<file path="config.mk">
export PLATFORM = sky130hd
export DESIGN_NAME = vc_addr_compress
export DESIGN_NICKNAME = d
export VERILOG_FILES = /design/src/rtl/vcc_pkg.sv /design/src/rtl/vcc_mask_gather.sv /design/src/rtl/vcc_rct_map.sv /design/src/rtl/vc_addr_compress.sv
export SDC_FILE = /design/constraint.sdc
export NUM_CORES = 1
export LEC_CHECK = 0
export ABC_AREA = 1
export BUFFER_PORTS_ARGS = -buffer_cell sky130_fd_sc_hd__buf_2
export CORE_UTILIZATION = 40
export CTS_BUF_LIST = sky130_fd_sc_hd__clkbuf_16
export DETAILED_ROUTE_END_ITERATION = 10
export GPL_TIMING_DRIVEN = 0
export SYNTH_ARGS = -nofsm -noshare
export SYNTH_HDL_FRONTEND = slang
export SYNTH_HIERARCHICAL = 1
export SYNTH_SLANG_ARGS = --single-unit
</file>
<file path="constraint.sdc">
create_clock -name clk -period 12.86 [get_ports clk]
set_input_delay 1.286 -clock clk [delete_from_list [all_inputs] [get_ports clk]]
set_output_delay 1.286 -clock clk [all_outputs]
set_load 0.1 [all_outputs]
</file>
<file path="src/rtl/vcc_pkg.sv">
package vcc_pkg;
  localparam int HALF_W = 16;
  localparam int WORD_W = 32;
  localparam logic [HALF_W-1:0] CHAN_RESERVED = 16'hFFFF;

  typedef enum logic [2:0] {
    ST_IDLE,
    ST_FL_REQ,
    ST_FL_WAIT,
    ST_SL_REQ,
    ST_SL_WAIT,
    ST_RESP
  } walk_st_e;
endpackage

</file>
<file path="src/rtl/vcc_mask_gather.sv">
module vcc_mask_gather #(
  parameter int W = 16
) (
  input  logic [W-1:0] value,
  input  logic [W-1:0] mask,
  output logic [W-1:0] index,
  output logic         contiguous,
  output logic         empty
);
  localparam int SH_W = $clog2(W) + 1;

  logic [SH_W-1:0] tz;
  logic [W-1:0]    norm;
  logic            found;

  always_comb begin
    tz    = '0;
    found = 1'b0;
    for (int i = 0; i < W; i++) begin
      if (!found && mask[i]) begin
        tz    = SH_W'(i);
        found = 1'b1;
      end
    end
    norm       = mask >> tz;
    index      = (value & mask) >> tz;
    empty      = (mask == '0);
    contiguous = empty || ((norm & (norm + W'(1))) == '0);
  end
endmodule

</file>
<file path="src/rtl/vcc_rct_map.sv">
module vcc_rct_map #(
  parameter int ADDR_W      = 32,
  parameter int CH_W        = 16,
  parameter int ONCHIP_LAST = 31,
  parameter int SLOT_SHIFT  = 6
) (
  input  logic [CH_W-1:0]   chan,
  input  logic [ADDR_W-1:0] ct_base,
  input  logic [ADDR_W-1:0] ect_base,
  output logic [ADDR_W-1:0] rct_addr
);
  logic onchip;

  always_comb begin
    onchip   = (chan <= CH_W'(ONCHIP_LAST));
    rct_addr = (onchip ? ct_base : ect_base) + (ADDR_W'(chan) << SLOT_SHIFT);
  end
endmodule

</file>
<file path="src/rtl/vc_addr_compress.sv">
module vc_addr_compress
  import vcc_pkg::*;
#(
  parameter int ADDR_W  = 32,
  parameter int VPI_W   = 12,
  parameter int PHY_W   = 5,
  parameter int MEM_LAT = 2
) (
  input  logic              clk,
  input  logic              rst_n,
  input  logic [ADDR_W-1:0] cfg_fl_base,
  input  logic [ADDR_W-1:0] cfg_sl_base,
  input  logic [VPI_W-1:0]  cfg_fl_mask,
  input  logic              cfg_sl_scale,
  input  logic              cfg_multi_phy,
  input  logic [ADDR_W-1:0] cfg_ct_base,
  input  logic [ADDR_W-1:0] cfg_ect_base,
  input  logic              req_valid,
  output logic              req_ready,
  input  logic [PHY_W-1:0]  req_phy,
  input  logic [VPI_W-1:0]  req_vpi,
  input  logic [15:0]       req_vci,
  output logic              rd_valid,
  input  logic              rd_ready,
  output logic [ADDR_W-1:0] rd_addr,
  input  logic [31:0]       rd_rdata,
  output logic              rsp_valid,
  input  logic              rsp_ready,
  output logic [15:0]       rsp_chan,
  output logic [ADDR_W-1:0] rsp_rct_addr,
  output logic              rsp_raw,
  output logic              rsp_err
);
  localparam int CNT_W = $clog2(MEM_LAT + 1);

  walk_st_e           state;
  logic [PHY_W-1:0]   phy_q;
  logic [VPI_W-1:0]   vpi_q;
  logic [HALF_W-1:0]  vci_q;
  logic [WORD_W-1:0]  fl_ent;
  logic [CNT_W-1:0]   lat_cnt;
  logic [HALF_W-1:0]  res_chan;
  logic               res_raw, res_err;

  // first level: VPI under the global mask
  logic [VPI_W-1:0]   fl_idx;
  logic               fl_contig, fl_empty;
  vcc_mask_gather #(.W(VPI_W)) u_fl_gather (
    .value(vpi_q), .mask(cfg_fl_mask),
    .index(fl_idx), .contiguous(fl_contig), .empty(fl_empty)
  );

  // second level: VCI under the mask held in the first-level word
  logic [HALF_W-1:0]  sl_mask, sl_off, sl_idx;
  logic               sl_contig, sl_empty;
  assign sl_mask = fl_ent[HALF_W-1:0];
  assign sl_off  = fl_ent[WORD_W-1:HALF_W];
  vcc_mask_gather #(.W(HALF_W)) u_sl_gather (
    .value(vci_q), .mask(sl_mask),
    .index(sl_idx), .contiguous(sl_contig), .empty(sl_empty)
  );

  logic [ADDR_W-1:0] fl_addr, sl_addr, sl_off_eff;
  logic [HALF_W-1:0] raw_chan, sl_val;
  logic              lat_done;

  always_comb begin
    fl_addr    = cfg_fl_base + (ADDR_W'(fl_idx) << 2);
    sl_off_eff = cfg_sl_scale ? (ADDR_W'(sl_off) << 2) : ADDR_W'(sl_off);
    sl_addr    = cfg_sl_base + sl_off_eff + (ADDR_W'(sl_idx) << 1);
    sl_val     = sl_addr[1] ? rd_rdata[WORD_W-1:HALF_W] : rd_rdata[HALF_W-1:0];
    raw_chan   = cfg_multi_phy ? HALF_W'(phy_q) : '0;
    lat_done   = (lat_cnt == CNT_W'(MEM_LAT));
  end

  // second read is skipped for null words, empty and broken masks
  logic sl_go;
  assign sl_go = (fl_ent != '0) && !sl_empty && sl_contig;

  always_comb begin
    rd_valid = 1'b0;
    rd_addr  = fl_addr;
    if (state == ST_FL_REQ) begin
      rd_valid = fl_contig;
    end else if (state == ST_SL_REQ) begin
      rd_valid = sl_go;
      rd_addr  = sl_addr;
    end
  end

  assign req_ready = (state == ST_IDLE);
  assign rsp_valid = (state == ST_RESP);
  assign rsp_chan  = res_chan;
  assign rsp_raw   = res_raw;
  assign rsp_err   = res_err;

  vcc_rct_map #(.ADDR_W(ADDR_W), .CH_W(HALF_W)) u_rct_map (
    .chan(res_chan), .ct_base(cfg_ct_base), .ect_base(cfg_ect_base),
    .rct_addr(rsp_rct_addr)
  );

  always_ff @(posedge clk) begin
    if (!rst_n) begin
      state    <= ST_IDLE;
      phy_q    <= '0;
      vpi_q    <= '0;
      vci_q    <= '0;
      fl_ent   <= '0;
      lat_cnt  <= '0;
      res_chan <= '0;
      res_raw  <= 1'b0;
      res_err  <= 1'b0;
    end else begin
      case (state)
        ST_IDLE: if (req_valid) begin
          phy_q <= req_phy;
          vpi_q <= req_vpi;
          vci_q <= req_vci;
          state <= ST_FL_REQ;
        end
        ST_FL_REQ: begin
          if (!fl_contig) begin
            res_chan <= raw_chan;
            res_raw  <= 1'b1;
            res_err  <= 1'b1;
            state    <= ST_RESP;
          end else if (rd_ready) begin
            lat_cnt <= CNT_W'(1);
            state   <= ST_FL_WAIT;
          end
        end
        ST_FL_WAIT: begin
          if (lat_done) begin
            fl_ent <= rd_rdata;
            state  <= ST_SL_REQ;
          end else begin
            lat_cnt <= lat_cnt + CNT_W'(1);
          end
        end
        ST_SL_REQ: begin
          if (!sl_go) begin
            res_chan <= raw_chan;
            res_raw  <= 1'b1;
            res_err  <= (fl_ent != '0) && !sl_empty && !sl_contig;
            state    <= ST_RESP;
          end else if (rd_ready) begin
            lat_cnt <= CNT_W'(1);
            state   <= ST_SL_WAIT;
          end
        end
        ST_SL_WAIT: begin
          if (lat_done) begin
            if (sl_val == CHAN_RESERVED) begin
              res_chan <= raw_chan;
              res_raw  <= 1'b1;
              res_err  <= 1'b1;
            end else begin
              res_chan <= sl_val;
              res_raw  <= 1'b0;
              res_err  <= 1'b0;
            end
            state <= ST_RESP;
          end else begin
            lat_cnt <= lat_cnt + CNT_W'(1);
          end
        end
        ST_RESP: if (rsp_ready) state <= ST_IDLE;
        default: state <= ST_IDLE;
      endcase
    end
  end

  // an accepted request closes the request side
  assert_one_lookup_R10: assert property (@(posedge clk) disable iff (!rst_n)
    (req_valid && req_ready) |=> !req_ready);

  // a stalled result holds every field
  assert_rsp_hold_R11: assert property (@(posedge clk) disable iff (!rst_n)
    (rsp_valid && !rsp_ready) |=> (rsp_valid && $stable(rsp_chan)
      && $stable(rsp_raw) && $stable(rsp_err)));

  // a stalled read keeps its address
  assert_rd_hold_R12: assert property (@(posedge clk) disable iff (!rst_n)
    (rd_valid && !rd_ready) |=> (rd_valid && $stable(rd_addr)));

  // an error is always a raw fallback
  assert_err_is_raw_R8: assert property (@(posedge clk) disable iff (!rst_n)
    (rsp_valid && rsp_err) |-> rsp_raw);

  // first-level reads keep the base alignment of 4-byte entries
  assert_fl_align_R1: assert property (@(posedge clk) disable iff (!rst_n)
    (rd_valid && state == ST_FL_REQ) |-> (rd_addr[1:0] == cfg_fl_base[1:0]));

  // in single-PHY mode every raw result is channel 0
  assert_single_phy_R6: assert property (@(posedge clk) disable iff (!rst_n)
    (rsp_valid && rsp_raw && !cfg_multi_phy) |-> (rsp_chan == '0));
endmodule

</file>
-- Yosys cells after proc, flatten, opt, wreduce, memory -nomap -nowiden
Cells that the tools add are included.
- register bits after elaboration: 88
- bits of input ports: 212
- output and inout bits: 85
- logic and storage cells: 202
- add/subtract/negate cells: 7
- $lt $le $gt $ge: 1
- equal/unequal tests: 18
- shifts and indexed selects: 4
- muxes and demuxes: 86
- bitwise gates (word level): 4
- reductions and logical operators: 73
- operators by type and width (operator ; count):
    two-way mux 32 bit ; 3
    two-way mux 16 bit ; 5
    two-way mux 3 bit ; 16
    two-way mux 4 bit ; 12
    case mux 16 bit (3 select lines) ; 1
    two-way mux 1 bit ; 35
    adder 32 x 14 -> 32 bit ; 1
    adder 32 x 17 -> 32 bit ; 1
    adder 32 x 18 -> 32 bit ; 1
    adder 32 x 22 -> 32 bit ; 1
    bitwise AND 16 bit ; 2
    logical NOT 16 bit ; 2
    nonzero test 32 bit ; 1
    >> shifter 16 x 4 -> 16 bit ; 2
    logical AND 1 bit ; 29
    logical NOT 1 bit ; 28
    bitwise AND 12 bit ; 2
    logical NOT 12 bit ; 2
    >> shifter 12 x 4 -> 12 bit ; 2
    two-way mux 18 bit ; 1
    case mux 3 bit (6 select lines) ; 1
    adder 16 x 1 -> 16 bit (second input constant) ; 1
    equality test 16 bit (second input constant) ; 1
    less-or-equal comparator 16 x 5 -> 1 bit (second input constant) ; 1
    20 further kinds ; 42

-- Longest topological paths before layout
- word-level depth: 55
- gate-level depth with buffers: 33
- gate-level depth less buffers: 31

-- By module
The synthesis kept the hierarchy.
- modules (own cells, without submodules) (module ; times used ; cells an instance ; area each (µm²) ; sequential area each (µm²)):
    vc_addr_compress ; 1 ; 1218 ; 7350.8 ; 1761.7
    vcc_mask_gather (u_sl_gather) ; 1 ; 414 ; 2021.9 ; 0.0
    vcc_rct_map ; 1 ; 240 ; 1501.4 ; 0.0
    vcc_mask_gather (u_fl_gather) ; 1 ; 253 ; 1246.2 ; 0.0

-- Worst setup path before layout
OpenSTA, ideal clock, no wires.
- path type: input-to-output
- start point: input cfg_fl_mask[0]
- end point: output rd_addr[12]
- data arrival time: 6.173 ns
- data required time: 11.574 ns
- slack: 5.401 ns
- stages on the path: 23
- buffers on the path: 2
- cell sequence: nor2_2 -> nand2_1 -> nor2_4 -> o211ai_2 -> nand3_2 -> buf_6 -> buf_2 -> o22ai_1 -> nand2_1 -> o21ai_1 -> o21ai_0 -> a21oi_1 -> ha_1 -> fa_1 -> nand3_1 -> nand2_1 -> a21boi_0 -> inv_1 -> nand2_1 -> nand2_1 -> nand2_1 -> inv_1 -> o21ai_0
- longest elaborated chain between the ends: 38
- elaborated cells on any way between the ends: 49
- classes of those cells: 1 x add/sub; 1 x shift; 24 x mux; 1 x bitwise; 22 x reduce/logical
- ends and longest elaborated chain (element ; line ; text):
    from (decl) ; vc_addr_compress.sv:13 ; input logic [VPI_W-1:0] cfg_fl_mask,
    two-way mux 1 bit ; vcc_mask_gather.sv:20 ; if (!found && mask[i]) begin
    logical NOT 1 bit ; vcc_mask_gather.sv:20 ;
    logical AND 1 bit ; vcc_mask_gather.sv:20 ;
    two-way mux 1 bit ; vcc_mask_gather.sv:20 ;
    logical NOT 1 bit ; vcc_mask_gather.sv:20 ;
    logical AND 1 bit ; vcc_mask_gather.sv:20 ;
    two-way mux 1 bit ; vcc_mask_gather.sv:20 ;
    logical NOT 1 bit ; vcc_mask_gather.sv:20 ;
    (+23 left out) ; -- ;
    logical NOT 1 bit ; vcc_mask_gather.sv:20 ;
    logical AND 1 bit ; vcc_mask_gather.sv:20 ;
    two-way mux 4 bit ; vcc_mask_gather.sv:20 ;
    >> shifter 12 x 4 -> 12 bit (*) ; vcc_mask_gather.sv:26 ; index = (value & mask) >> tz;
    named net fl_idx[0] ; vc_addr_compress.sv:46 ; logic [VPI_W-1:0] fl_idx;
    adder 32 x 14 -> 32 bit (*) ; vc_addr_compress.sv:68 ; fl_addr = cfg_fl_base + (ADDR_W'(fl_idx) << 2);
    two-way mux 32 bit ; vc_addr_compress.sv:85 ; end else if (state == ST_SL_REQ) begin
    two-way mux 32 bit (*) ; vc_addr_compress.sv:83 ; if (state == ST_FL_REQ) begin
    to (decl) ; vc_addr_compress.sv:25 ; output logic [ADDR_W-1:0] rd_addr,
The timed path passes the listed nets; every way through them passes the cells marked *.

-- Final worst setup path
- start point: register fl_ent[7]
- end point: output rd_addr[19]
- longest elaborated chain between the ends: 30
- elaborated cells on any way between the ends: 39
- classes of those cells: 1 x add/sub; 1 x shift; 19 x mux; 1 x bitwise; 17 x reduce/logical
- ends and longest elaborated chain (element ; line ; text):
    from (decl) ; vc_addr_compress.sv:40 ; logic [WORD_W-1:0] fl_ent;
    from (signal assigned) ; vc_addr_compress.sv:134 ; fl_ent <= rd_rdata;
    logical AND 1 bit ; vcc_mask_gather.sv:20 ;
    two-way mux 1 bit ; vcc_mask_gather.sv:20 ;
    logical NOT 1 bit ; vcc_mask_gather.sv:20 ;
    logical AND 1 bit ; vcc_mask_gather.sv:20 ;
    two-way mux 1 bit ; vcc_mask_gather.sv:20 ;
    logical NOT 1 bit ; vcc_mask_gather.sv:20 ;
    logical AND 1 bit ; vcc_mask_gather.sv:20 ;
    two-way mux 1 bit ; vcc_mask_gather.sv:20 ;
    (+15 left out) ; -- ;
    logical NOT 1 bit ; vcc_mask_gather.sv:20 ;
    logical AND 1 bit ; vcc_mask_gather.sv:20 ;
    two-way mux 4 bit ; vcc_mask_gather.sv:20 ;
    >> shifter 16 x 4 -> 16 bit (*) ; vcc_mask_gather.sv:26 ;
    named net sl_idx[1] ; vc_addr_compress.sv:54 ; logic [HALF_W-1:0] sl_mask, sl_off, sl_idx;
    adder 32 x 17 -> 32 bit (*) ; vc_addr_compress.sv:70 ; sl_addr = cfg_sl_base + sl_off_eff + (ADDR_W'(sl_idx) << 1);
    two-way mux 32 bit (*) ; vc_addr_compress.sv:85 ;
    two-way mux 32 bit (*) ; vc_addr_compress.sv:83 ;
Marks and branches as above.

==> results.md <==
- DRC viols: 0
- Largest net degree at the start of global routing: 16
- Layout cells sized above 1: 0.184
- Core ar.: 0.0297 sq mm
- Slowest stage delay, CP: 560 ps
- Gr ovfl total: 0
- Max cap viols: 0
- Inst Count DP: 2809
- Die area: 0.0310 sq mm
- Min Tclk post-route: 7400 ps
- Area grow syn2layout: 18.9%
- Syn Nets: 2405
- Placed inst area: 0.0141 sq mm
- H-tree depth: 3
- Initial antenna violation count: 5
- RSZ-0062 raised after global routing: false
- Worst slew pin tran: 680 ps
- R2R depth: 29
- Setup Viol. Count Final: 0
- Final Cell Area: 0.0144 sq mm
- P per Cell Area: 219 mW/mm^2
- Hold_buf cts: 0
- Die height: 176 um
- Worst reg2reg setup slack: 7550 ps
- Hold Crit Start: vci_q[8]
- Clock sink count: 88
- Slew Limit Fails: 0
- Mapped Area: 0.0121 sq mm
- DRT Pass-1 Iters: 6
- Layout Nets: 2711
- Initial Util: 0.408
- Mean Syn Cell Area: 5.70 sq um
- Relative slew slack: 0.547
- CTS tree: done
- Rows: 63
- IO Port Bufs: 295
- Clock transition at path regs: 70 ps
- Number of global-route vias before repair: 13700
- Drt via density: 5.30
- Crit share post-route: 0.575
- Clk_skew: 7.35 ps
- Synthesis Warnings: 6
- Startpoint types: flip-flop
- Final Wtd Congestion: 0.968
- Skew-Pair Late Insertion Delay: 360 ps
- Arrival @ worst endpoint: 6110 ps
- Cell at the slowest stage of the critical path: fa_1
- Root Buffer: clkbuf_16
- Fin Hold WS: 466 ps
- Worst Hold Depth: 2
- Post-Layout Cell Count: 2828
- DIE WIDTH: 176 um
- Routed WL: 44000 um
- Crit path capture type: output port
- Static Leak: 7.47 nW
- DRT iter0 DRCs: 1154
- Final setup margin: 5460 ps
- Post-CTS Setup Bufs: 0
- Crit path top cell by count: nand2_1
- WL/cell: 15.6 um
- Status: completed
- Via count: 15000
- Core Util, Final: 0.485
- Design Power: 3.16 mW
- Post-route ant nets: 0
- First-pass GRT wire length: 69300 um
- Max Root-Sink Buffers: 2
- Crit Reg-Reg Startpoint: fl_ent[3]
- Tightest Hold Check Type: reg2reg
- Worst VDD drop: 0.000404 V
- Hold EP: vci_q[8]
- Pre-CTS WS: 5880 ps
- Max FO, Critical Path: 10
- Required @ worst endpoint: 11570 ps
- TNS Setup: 0 ps
- HPWL after detailed placement: 37500 um
- Post-CTS Resized: 0
- Final Hold Viols: 0
- R2r endpoint: rsp_chan[1]
- Number of I/O pins: 297
- Mapped Cells: 2124
- Fmax: 0.135 GHz
- GRT Total Usage: 0.279
- WS Path Type: reg2out
- Num CTS Buffers: 9
-- critical path: cells and delay by family, from the launching register on --
kind / cells / cell delay [ps]
and+or+nand+nor: 18 / 2000
AOI/OAI and AO/OA: 5 / 1240
DFF: 1 / 510
adders and majority gates: 2 / 1010
buffers and inverters: 6 / 980
-- worst max path at each step --
stage                   startpoint          end  slack (ps)  cells past startpoint
detailed placement       fl_ent[7]  rd_addr[19]        5880                     31
CTS                      fl_ent[7]  rd_addr[19]        5470                     31
global placement         fl_ent[7]  rd_addr[19]        5950                     31
global route             fl_ent[7]  rd_addr[19]        5010                     31
finish                   fl_ent[7]  rd_addr[19]        5460                     31
floorplan           cfg_fl_mask[0]  rd_addr[12]        5410                     23
-- power by group --
group          internal, mW  switching (mW)
Combinational         0.597            1.91
Clock                 0.170           0.115
Sequential            0.318          0.0453
-- placed cells by master, fill, tap and decap left out, drive strengths merged, types with 5 or more instances in the layout --
cell type / n
o21ai: 166
nor4: 5
xor2: 21
o21bai: 11
a31oi: 10
clkbuf: 43
nor3: 17
buf: 332
mux2: 21
nand2: 655
nand4: 44
dfxtp: 88
or2: 5
nor2: 224
ha: 50
a21oi: 168
o221ai: 5
fa: 19
inv: 245
nand3b: 13
o22ai: 10
nand3: 234
xnor2: 14
-- registers in the layout, summed over array words and instances, names as in the netlist, 2 cells and up --
register,flops
lat_cnt,2
fl_ent,32
state,3
vci_q,16
vpi_q,12
rsp_chan,16
phy_q,5
-- per-layer routing --
| metal | wire length, um | GRT usage | part of all wire | vias up |
|---|---|---|---|---|
| met3 | 2490 | 0.0321 | 0.057 | 63 |
| li1 | - | - | - | 7595 |
| met2 | 21100 | 0.485 | 0.48 | 511 |
| met4 | 979 | 0.0754 | 0.022 | 2 |
| met1 | 19400 | 0.362 | 0.44 | 6806 |
| met5 | 12 | 0 | 0.00027 | - |
-- cell type report --
| cell class | count | area (sq um) |
|---|---|---|
| inverters | 246 | 926 |
| plain buffers | 71 | 364 |
| repair buffers | 295 | 1480 |
| diodes | 4 | 10.0 |
| well taps | 390 | 488 |
| flip-flops and latches | 88 | 1760 |
| clock buffers | 9 | 225 |
| clock inverters | 6 | 93.8 |
| multi-input cells | 1719 | 9060 |
| fillers | 3294 | 15300 |
Note: power is estimated with default switching activity, not from simulation.
